[src/rtl/hbi_pkg.sv]
package hbi_pkg;
  localparam int DW = 8;

  localparam logic [2:0] M_STRB = 3'b110;
  localparam logic [2:0] M_ENBL = 3'b100;
  localparam logic [2:0] M_SPI4 = 3'b000;
  localparam logic [2:0] M_SPI3 = 3'b001;
  localparam logic [2:0] M_I2C  = 3'b010;

  typedef struct packed {
    logic          v;
    logic          dc;
    logic [DW-1:0] d;
  } hbi_byte_t;

  typedef enum logic [2:0] {I_IDLE, I_ADDR, I_CTRL, I_ONE, I_RUN} i2c_st_t;
endpackage

[src/rtl/hbi_sync.sv]
module hbi_sync #(
  parameter int W = 4
) (
  input  logic         clk,
  input  logic         rst_n,
  input  logic [W-1:0] a_i,
  output logic [W-1:0] q_o
);
  logic [W-1:0] meta;

  always_ff @(posedge clk or negedge rst_n) begin
    if (!rst_n) begin
      meta <= '1;
      q_o  <= '1;
    end else begin
      meta <= a_i;
      q_o  <= meta;
    end
  end
endmodule

[src/rtl/hbi_par.sv]
module hbi_par import hbi_pkg::*; (
  input  logic          clk,
  input  logic          rst_n,
  input  logic          en,
  input  logic          is_enbl,
  input  logic          wr_s,
  input  logic          wr_p,
  input  logic          rd_s,
  input  logic          rd_p,
  input  logic          dc_s,
  input  logic [DW-1:0] db_s,
  output hbi_byte_t     byte_o,
  output logic          drive_o
);
  logic take;

  // enable-parallel: falling enable with rw low; strobe-parallel: rising write strobe
  assign take    = en & (is_enbl ? (rd_p & ~rd_s & ~wr_s) : (wr_s & ~wr_p));
  assign drive_o = en & (is_enbl ? (rd_s & wr_s) : ~rd_s);

  always_ff @(posedge clk or negedge rst_n) begin
    if (!rst_n) begin
      byte_o <= '0;
    end else begin
      byte_o.v <= take;
      if (take) begin
        byte_o.dc <= dc_s;
        byte_o.d  <= db_s;
      end
    end
  end
endmodule

[src/rtl/hbi_spi.sv]
module hbi_spi import hbi_pkg::*; (
  input  logic      clk,
  input  logic      rst_n,
  input  logic      en,
  input  logic      nine,
  input  logic      scl_s,
  input  logic      scl_p,
  input  logic      sda_s,
  input  logic      dc_s,
  output hbi_byte_t byte_o
);
  localparam int CW = $clog2(DW + 2);

  logic [CW-1:0] cnt;
  logic [DW-2:0] sh;
  logic          dcb;
  logic          rise, last;

  assign rise = en & scl_s & ~scl_p;
  assign last = nine ? (cnt == CW'(DW)) : (cnt == CW'(DW - 1));

  always_ff @(posedge clk or negedge rst_n) begin
    if (!rst_n) begin
      byte_o <= '0;
      cnt    <= '0;
      sh     <= '0;
      dcb    <= 1'b0;
    end else begin
      byte_o.v <= 1'b0;
      if (!en) begin
        cnt <= '0;
      end else if (rise) begin
        if (nine && cnt == '0) begin
          dcb <= sda_s;
          cnt <= CW'(1);
        end else if (last) begin
          byte_o.v  <= 1'b1;
          byte_o.dc <= nine ? dcb : dc_s;
          byte_o.d  <= {sh, sda_s};
          cnt       <= '0;
        end else begin
          sh  <= {sh[DW-3:0], sda_s};
          cnt <= cnt + CW'(1);
        end
      end
    end
  end
endmodule

[src/rtl/hbi_i2c.sv]
module hbi_i2c import hbi_pkg::*; #(
  parameter logic [5:0] ADDR_HI = 6'b011110
) (
  input  logic      clk,
  input  logic      rst_n,
  input  logic      en,
  input  logic      scl_s,
  input  logic      scl_p,
  input  logic      sda_s,
  input  logic      sda_p,
  input  logic      sel_s,
  output hbi_byte_t byte_o,
  output logic      ack_o
);
  localparam int CW = $clog2(DW + 1);

  i2c_st_t       st;
  logic [CW-1:0] cnt;
  logic [DW-1:0] sh;
  logic          in_ack, dcr;
  logic          rise, fall, start, stop;

  assign rise  = scl_s & ~scl_p;
  assign fall  = ~scl_s & scl_p;
  assign start = scl_s & scl_p & sda_p & ~sda_s;
  assign stop  = scl_s & scl_p & ~sda_p & sda_s;

  always_ff @(posedge clk or negedge rst_n) begin
    if (!rst_n) begin
      st     <= I_IDLE;
      cnt    <= '0;
      sh     <= '0;
      in_ack <= 1'b0;
      ack_o  <= 1'b0;
      dcr    <= 1'b0;
      byte_o <= '0;
    end else begin
      byte_o.v <= 1'b0;
      if (!en) begin
        st     <= I_IDLE;
        ack_o  <= 1'b0;
        in_ack <= 1'b0;
        cnt    <= '0;
      end else if (start) begin
        st     <= I_ADDR;
        cnt    <= '0;
        in_ack <= 1'b0;
        ack_o  <= 1'b0;
      end else if (stop) begin
        st     <= I_IDLE;
        in_ack <= 1'b0;
        ack_o  <= 1'b0;
      end else if (st != I_IDLE) begin
        if (rise && !in_ack && cnt < CW'(DW)) begin
          sh  <= {sh[DW-2:0], sda_s};
          cnt <= cnt + CW'(1);
        end else if (fall && in_ack) begin
          in_ack <= 1'b0;
          ack_o  <= 1'b0;
          cnt    <= '0;
        end else if (fall && cnt == CW'(DW)) begin
          in_ack <= 1'b1;
          ack_o  <= 1'b1;
          case (st)
            I_ADDR: begin
              if (sh[7:1] == {ADDR_HI, sel_s} && !sh[0]) st <= I_CTRL;
              else begin
                st    <= I_IDLE;
                ack_o <= 1'b0;
              end
            end
            I_CTRL: begin
              dcr <= sh[6];
              st  <= sh[7] ? I_ONE : I_RUN;
            end
            I_ONE: begin
              byte_o.v  <= 1'b1;
              byte_o.dc <= dcr;
              byte_o.d  <= sh;
              st        <= I_CTRL;
            end
            I_RUN: begin
              byte_o.v  <= 1'b1;
              byte_o.dc <= dcr;
              byte_o.d  <= sh;
            end
            default: st <= I_IDLE;
          endcase
        end
      end
    end
  end
endmodule

[src/rtl/hbi_host_if.sv]
module hbi_host_if import hbi_pkg::*; #(
  parameter logic [5:0] I2C_ADDR_HI = 6'b011110
) (
  input  logic          clk,
  input  logic          rst_n,
  input  logic [2:0]    mode_i,
  input  logic          csn_i,
  input  logic          dc_i,
  input  logic          wr_i,
  input  logic          rd_i,
  input  logic [DW-1:0] db_i,
  output logic [DW-1:0] db_o,
  output logic [DW-1:0] db_oe,
  input  logic [DW-1:0] rd_data_i,
  output logic          out_valid,
  output logic          out_dc,
  output logic [DW-1:0] out_data
);
  localparam int SW = DW + 4;

  logic [SW-1:0] s;
  logic [3:0]    e_p;
  logic          cs_act, dc_s, wr_s, rd_s;
  logic [DW-1:0] db_s;
  logic          is_strb, is_enbl, is_spi4, is_spi3, is_i2c;
  logic          par_drive, i2c_ack;
  hbi_byte_t     par_b, spi_b, i2c_b, pick, out_q;

  hbi_sync #(.W(SW)) u_sync (
    .clk   (clk),
    .rst_n (rst_n),
    .a_i   ({db_i, rd_i, wr_i, dc_i, csn_i}),
    .q_o   (s)
  );

  assign cs_act = ~s[0];
  assign dc_s   = s[1];
  assign wr_s   = s[2];
  assign rd_s   = s[3];
  assign db_s   = s[SW-1:4];

  // previous synchronized level of the edge-detected pins: {sda, scl, rd, wr}
  always_ff @(posedge clk or negedge rst_n) begin
    if (!rst_n) e_p <= '1;
    else        e_p <= {db_s[1], db_s[0], rd_s, wr_s};
  end

  assign is_strb = (mode_i == M_STRB);
  assign is_enbl = (mode_i == M_ENBL);
  assign is_spi4 = (mode_i == M_SPI4);
  assign is_spi3 = (mode_i == M_SPI3);
  assign is_i2c  = (mode_i == M_I2C);

  hbi_par u_par (
    .clk     (clk),
    .rst_n   (rst_n),
    .en      (cs_act & (is_strb | is_enbl)),
    .is_enbl (is_enbl),
    .wr_s    (wr_s),
    .wr_p    (e_p[0]),
    .rd_s    (rd_s),
    .rd_p    (e_p[1]),
    .dc_s    (dc_s),
    .db_s    (db_s),
    .byte_o  (par_b),
    .drive_o (par_drive)
  );

  hbi_spi u_spi (
    .clk    (clk),
    .rst_n  (rst_n),
    .en     (cs_act & (is_spi4 | is_spi3)),
    .nine   (is_spi3),
    .scl_s  (db_s[0]),
    .scl_p  (e_p[2]),
    .sda_s  (db_s[1]),
    .dc_s   (dc_s),
    .byte_o (spi_b)
  );

  hbi_i2c #(.ADDR_HI(I2C_ADDR_HI)) u_i2c (
    .clk    (clk),
    .rst_n  (rst_n),
    .en     (cs_act & is_i2c),
    .scl_s  (db_s[0]),
    .scl_p  (e_p[2]),
    .sda_s  (db_s[1]),
    .sda_p  (e_p[3]),
    .sel_s  (dc_s),
    .byte_o (i2c_b),
    .ack_o  (i2c_ack)
  );

  always_comb begin
    pick = '0;
    if (par_b.v)      pick = par_b;
    else if (spi_b.v) pick = spi_b;
    else if (i2c_b.v) pick = i2c_b;
  end

  always_ff @(posedge clk or negedge rst_n) begin
    if (!rst_n) out_q <= '0;
    else        out_q <= pick;
  end

  assign out_valid = out_q.v;
  assign out_dc    = out_q.dc;
  assign out_data  = out_q.d;

  assign db_oe = par_drive ? '1 : {{(DW-2){1'b0}}, i2c_ack, 1'b0};
  assign db_o  = par_drive ? rd_data_i : '0;
endmodule

[config.mk]
export PLATFORM = sky130hd
export DESIGN_NAME = hbi_host_if
export DESIGN_NICKNAME = d
export VERILOG_FILES = /design/src/rtl/hbi_pkg.sv /design/src/rtl/hbi_sync.sv /design/src/rtl/hbi_par.sv /design/src/rtl/hbi_spi.sv /design/src/rtl/hbi_i2c.sv /design/src/rtl/hbi_host_if.sv
export SDC_FILE = /design/constraint.sdc
export NUM_CORES = 1
export LEC_CHECK = 0
export ABC_CLOCK_PERIOD_IN_PS = 3400
export CORE_ASPECT_RATIO = 1.5
export CORE_MARGIN = 2
export CORE_UTILIZATION = 60
export DETAILED_ROUTE_END_ITERATION = 8
export DONT_BUFFER_PORTS = 1
export PLACE_DENSITY = 0.76
export SYNTH_ARGS = -nofsm -noshare
export SYNTH_HDL_FRONTEND = slang
export SYNTH_SLANG_ARGS = --single-unit
[constraint.sdc]
create_clock -name clk -period 3.4 [get_ports clk]
set_clock_uncertainty 0.15 [all_clocks]
set_input_delay 1.02 -clock clk [delete_from_list [all_inputs] [get_ports clk]]
set_output_delay 1.02 -clock clk [all_outputs]
set_load 0.01 [all_outputs]
==> metrics.md, run 1 <==
| Metric | Value |
|---|---|
| Outcome | `complete, no violations` |
| CTS Buf Count | `9` |
| Area delta synth->final | `4.269%` |
| CTS Hold Bufs | `0` |
| Dpl cell area | `between 0.004 and 0.005 sq mm` |
| Routability cong. | `approximately 0.84` |
| Slew Viols, Final | `0` |
| HPWL after detailed placement | `approximately 4600 um` |
| FF+latch area | `around 0.0025 sq mm` |
| Grt ovf | `0` |
| Pleak | `a little under 2 nW` |
| Share of cells above drive strength 1 | `0.3344` |
| Main synth FF type | `dfrtp_1` |
| I/O pins | `just over 50` |
| Max Clock Freq | `343.6 MHz` |
| Area leader, netlist | `dfrtp_1` |
| Worst Setup End Kind | `output pin` |
| Later-pin clock latency in the skew report | `between 0.3 and 0.4 ns` |
| IO buf count | `0` |
| Die height | `between 100 and 150 um` |
| Top-area cell type share of the netlist area | `0.4209` |
| Initial antenna violation count | `0` |
| Top post-synthesis cells by count | `dfrtp_1 (70), mux2_2 (42), dfstp_2 (28), nand2_1 (17), o21ai_0 (16)` |
| TritonCTS clock tree | `done` |
| Post-synth EDFFs | `0` |
| Synth Instances | `about 320` |
| Synth async-reset ratio | `1.000` |
| Initial Util | `0.6115` |
| Area of the multi-input gates | `0.001514 sq mm` |
| Worst-path clk slew | `roughly 0.090 ns` |
| Hold WC Path Type | `in2async` |
| Largest buffer count on any clock path | `2` |
| Data required, critical path | `between 2 and 2.5 ns` |
| Crit-path max FO | `10` |
| DRT Pass-1 Iters | `4` |
| Power per cell area | `approximately 470 mW/mm^2` |
| Sum of negative setup slack | `0 ns` |
| Via count | `approximately 2400` |
| Final Setup Violations | `0` |
| Final period util | `0.8559` |
| Most area-consuming cells after synthesis | `dfrtp_1 (42%), dfstp_2 (18%), mux2_2 (11%)` |
| Avg Cell Area, Syn | `~13 sq um` |
| Die Area | `about 0.0076 sq mm` |
| CTS Root Cell | `clkbuf_8` |
| Seq/Total Area, Yosys | `0.5977` |
| Core area | `around 0.0068 sq mm` |
| Register bit total from synthesis | `slightly below 100` |
| Max-cap viol count | `0` |
| Fin area | `roughly 0.0043 sq mm` |
| Slew margin rel. | `0.6064` |
| Setup bufs post-CTS | `0` |
| WS Path Type | `in2out` |
| Worst setup SP type | `input port` |
| Total GRT Usage | `0.1961` |
| Largest net degree at the start of global routing | `~100` |
| # clock sinks | `between 90 and 100` |
| Die X | `between 70 and 80 um` |
| Fin util | `0.6376` |
| Synthesized net count | `~350` |
| Row count | `37` |
| Nets | `approximately 340` |
| Layout filler cell count | `around 510` |
| Ant diodes | `0` |
| Vias in the first global route | `2480` |
| Starting DRT DRC Count | `181` |
| H-tree levels | `3` |
| Tmin final | `approximately 2.9 ns` |
| Most numerous cell in the Yosys netlist | `dfrtp_1` |
| Netlist cell types | `56` |
| Mapped cell area | `approximately 0.0042 sq mm` |
| Post-route DRC | `0` |
| DR vias/cell | `6.015` |
| Drt wl/cell | `roughly 17 um` |
| Hold Vio Cnt, Final | `0` |
| Final ANT Viol Nets | `0` |
| Worst ir drop on vdd | `between 0.0003 and 0.0004 V` |
| RSZ-0062 raised after global routing | `false` |
| Post-CTS Resized | `0` |
| YS warnings | `0` |
| Final wirelength | `a little under 7000 um` |
| First-pass GRT wire length | `~11000 um` |
| Worst slew pin tran | `0.5860 ns` |
| Worst Path Arrival | `between 1.5 and 2 ns` |
## final cells by class
type,count,share of cell area
tap,78,0.02249
clock buffer,13,0.03893
multi-input combinational,189,0.3489
sequential,98,0.5732
timing repair buffer,2,0.003460
clock inverter,3,0.005190
inverter,9,0.007785
## worst max-delay path, stage by stage
cell and delay [ns]:
mux2i_1 0.14, and3_1 0.29, buf_4 0.28
## metal layers
metal / up-vias / global-route usage / part of all wire
met1: 1180 / 0.2280 / 0.41
met3: 20 / 0.04550 / 0.049
met4: 0 / 0.1199 / 0.038
met2: 65 / 0.3241 / 0.50
li1: 1093 / - / -
met5: - / 0 / 0
## kinds of logic after synthesis
group                    after synthesis  synth area share
flip-flops                            98            0.5977
AND/OR/NAND/NOR                       81            0.1179
multiplexers                          52            0.1491
AO/OA/AOI/OAI                         49           0.07848
buffers and inverters                 31           0.03848
adder cells (fa/ha/maj)                4           0.01203
XOR/XNOR                               3          0.006315
## registers in the layout, indices dropped and copies added, names as in the netlist, 3 cells and up
| signal | cells |
|---|---|
| u_sync.meta | 12 |
| u_sync.q_o | 12 |
| u_i2c.sh | 8 |
| u_spi.byte_o | 10 |
| u_i2c.st | 3 |
| u_par.byte_o | 10 |
| out_data | 8 |
| u_i2c.cnt | 4 |
| u_i2c.byte_o | 10 |
| e_p | 4 |
| u_spi.sh | 7 |
| u_spi.cnt | 4 |
## cell usage in the layout (no fill, tap or decap), types with 3 or more instances in the layout
cell	instances
inv_1	9
a22oi_1	8
clkbuf_8	12
dfrtp_1	70
dfstp_2	28
o21ai_0	16
nand2_1	17
ha_1	4
mux2_2	42
a31oi_1	3
nand3_1	8
clkinvlp_4	3
nor2b_1	6
and2_1	11
a21oi_1	7
nor2_1	9
nor3_1	6
mux2_4	7
a21o_1	3
## power by group
| group | total, mW | internal [mW] | leakage [nW] | switching (mW) |
|---|---|---|---|---|
| Sequential | 1.27 | 1.23 | 1.26 | 0.0346 |
| Combinational | 0.0653 | 0.0397 | 0.637 | 0.0256 |
| Clock | 0.696 | 0.326 | 0.0879 | 0.370 |
## per-stage QoR
step                      power (mW)  std cells  setup WS, ns  hold slack [ns]
after CTS                      2.058        392        0.4830           0.1803
after global routing           2.112        392        0.4063           0.1749
after floorplan                1.339        318        0.3834           0.1952
final                          2.029        392        0.4900           0.1974
after global placement         1.351        376        0.4568           0.1955
after detailed placement       1.356        376        0.3869           0.1968
## worst paths after layout
path	startpoint	end	slack, ns	cells past startpoint
min in group clk	u_sync.meta[4]	u_sync.q_o[4]	0.20	0
worst min-delay path	rst_n	u_i2c.cnt[1]	0.20	0
worst min register to register	u_sync.meta[4]	u_sync.q_o[4]	0.20	0
max in group asynchronous	rst_n	u_sync.q_o[11]	2.68	0
worst max-delay path	mode_i[1]	db_oe[0]	0.49	3
worst max register to register	u_i2c.cnt[0]	u_i2c.byte_o[4]	0.99	6
Power figures use the tool's default switching activity.
==> run 2: changes to the inputs <==
- CORE_MARGIN: 2 -> unset
==> run 2 against run 1 <==
Largest cell class unchanged. Fmax fell by 0.38%. Sequential power barely moved. Register-to-register slack barely moved. Routed wire length rose by 3.0%. Core utilization rose by 2.3 points. Combinational power rose by 1%.
==> metrics.md, run 2 (synthesized netlist as in run 1, its figures left out) <==
| Metric | Value |
|---|---|
| Outcome | `complete, no violations` |
| HPWL after detailed placement | `4734 um (+2.2%)` |
| Largest net degree at the start of global routing | `99 (unchanged)` |
| Max-cap viol count | `0 (unchanged)` |
| Final period util | `0.8592 (+0.003295)` |
| RSZ-0062 raised after global routing | `false` |
| Drt wl/cell | `17.78 um (+3.5%)` |
| Worst ir drop on vdd | `0.0003705 V (-4.6%)` |
| Setup slack after layout | `0.4788 ns (-0.01120 ns)` |
| Slew margin rel. | `0.6021 (-0.004283)` |
| Share of cells above drive strength 1 | `0.3344 (unchanged)` |
| # clock sinks | `98 (unchanged)` |
| Worst-path clk slew | `0.09 ns (about the same)` |
| Placed insts | `374 (-0.53%)` |
| Largest regs | `u_sync.meta x12, u_sync.q_o x12` |
| Data required, critical path | `2.23 ns (about the same)` |
| Worst setup SP type | `input port` |
| Final Setup Violations | `0 (unchanged)` |
| Pleak | `2.009 nW (+1.4%)` |
| Commonest non-fill, non-tap cells in the layout | `dfrtp_1 (70), mux2_2 (42), dfstp_2 (28)` |
| Via count | `2366 (+0.34%)` |
| DRT Pass-1 Iters | `4 (unchanged)` |
| Later-pin clock latency in the skew report | `0.37 ns (about the same)` |
| Pre-CTS setup slack | `0.3992 ns (+0.01232 ns)` |
| Worst Setup End Kind | `output pin` |
| Post-route DRC | `0 (unchanged)` |
| Total GRT Usage | `0.2108 (+0.01467)` |
| Starting DRT DRC Count | `254 (+40%)` |
| I/O pins | `51 (unchanged)` |
| Final ANT Viol Nets | `0 (unchanged)` |
| Vias in the first global route | `2450 (-1.2%)` |
| Crit-path max FO | `10 (unchanged)` |
| Row count | `36 (-2.7%)` |
| Worst Path Arrival | `1.75 ns (about the same)` |
| CTS Hold Bufs | `0 (unchanged)` |
| TritonCTS clock tree | `done` |
| Non-Filler Instances | `390 (-0.51%)` |
| Die Area | `0.007280 sq mm (-4.6%)` |
| Largest buffer count on any clock path | `2 (unchanged)` |
| CTS Root Cell | `clkbuf_8` |
| Die X | `70 um (-2.8%)` |
| Slew Viols, Final | `0 (unchanged)` |
| Initial Util | `0.6285 (+0.01699)` |
| Commonest non-fill, non-tap cell in the layout | `dfrtp_1` |
| Max Clock Freq | `342.3 MHz (-0.38%)` |
| Final wirelength | `6935 um (+3.0%)` |
| Hold Vio Cnt, Final | `0 (unchanged)` |
| DR vias/cell | `6.067 (+0.85%)` |
| WS Path Type | `in2out` |
| Core area | `0.006621 sq mm (-2.7%)` |
| Area delta synth->final | `5.111%` |
| Setup bufs post-CTS | `0 (unchanged)` |
| Worst slew pin tran | `0.5924 ns (+0.006376 ns)` |
| Die height | `104 um (-1.9%)` |
| IO buf count | `0 (unchanged)` |
| Tmin final | `2.921 ns (+0.01120 ns)` |
| Initial antenna violation count | `0 (unchanged)` |
| Routability cong. | `0.8380 (+0.34%)` |
| Nets | `338 (unchanged)` |
| Hold WC Path Type | `in2async` |
| Sum of negative setup slack | `0 ns (unchanged)` |
| Post-CTS Resized | `0 (unchanged)` |
| H-tree levels | `3 (unchanged)` |
| Power per cell area | `496.8 mW/mm^2 (+6.2%)` |
| First-pass GRT wire length | `11830 um (+4.5%)` |
| CTS Buf Count | `9 (unchanged)` |
| Ant diodes | `0 (unchanged)` |
| Grt ovf | `0 (unchanged)` |
-- run 2: stage by stage --
stage / hold WS (ns) / power [mW] / instance area, sq um / utilization
2_1_floorplan: 0.1952 / 1.339 / 4161 / -
3_3_place_gp: 0.1955 / 1.350 / 4145 / 0.6260
3_5_place_dp: 0.1970 / 1.357 / 4145 / 0.6260
4_1_cts: 0.1685 / 2.195 / 4374 / 0.6606
5_1_grt: 0.1622 / 2.258 / 4374 / 0.6606
6_report: 0.1817 / 2.173 / 4374 / 0.6606
-- run 2: final cells by class --
cell class / instances / area (sq um)
multi-input combinational: 189 / 1514
fill: 453 / 2247
clock buffer: 12 / 155.1
sequential: 98 / 2487
tap: 76 / 95.09
inverter: 9 / 33.78
timing repair buffer: 2 / 15.01
clock inverter: 4 / 73.82
-- run 2: final timing paths --
kind                              endpoint  depth (start not counted)  slack (ns)            from
setup / recovery                  db_oe[0]                          3        0.48       mode_i[1]
hold / removal                u_i2c.cnt[1]                          0        0.18           rst_n
setup reg to reg           u_i2c.byte_o[5]                          6        1.00    u_i2c.cnt[0]
hold reg to reg              u_sync.q_o[5]                          0        0.20  u_sync.meta[5]
max in group asynchronous    u_sync.q_o[3]                          0        2.68           rst_n
min in group clk             u_sync.q_o[5]                          0        0.20  u_sync.meta[5]
-- run 2: routing by layer --
| metal | wire length (um) | up-vias | global-route usage |
|---|---|---|---|
| met4 | 204 | 0 | 0.1029 |
| met1 | 2998 | 1181 | 0.2674 |
| met3 | 288 | 16 | 0.05426 |
| met5 | 0 | - | 0 |
| met2 | 3443 | 68 | 0.3352 |
| li1 | - | 1101 | - |
-- run 2: critical path, stage by stage --
cell and delay, ns:
mux2i_1 0.15, and3_1 0.30, buf_4 0.28
-- run 2: power by group --
group	switching, mW	internal (mW)
Sequential	0.0352	1.23
Clock	0.384	0.455
Combinational	0.0262	0.0398
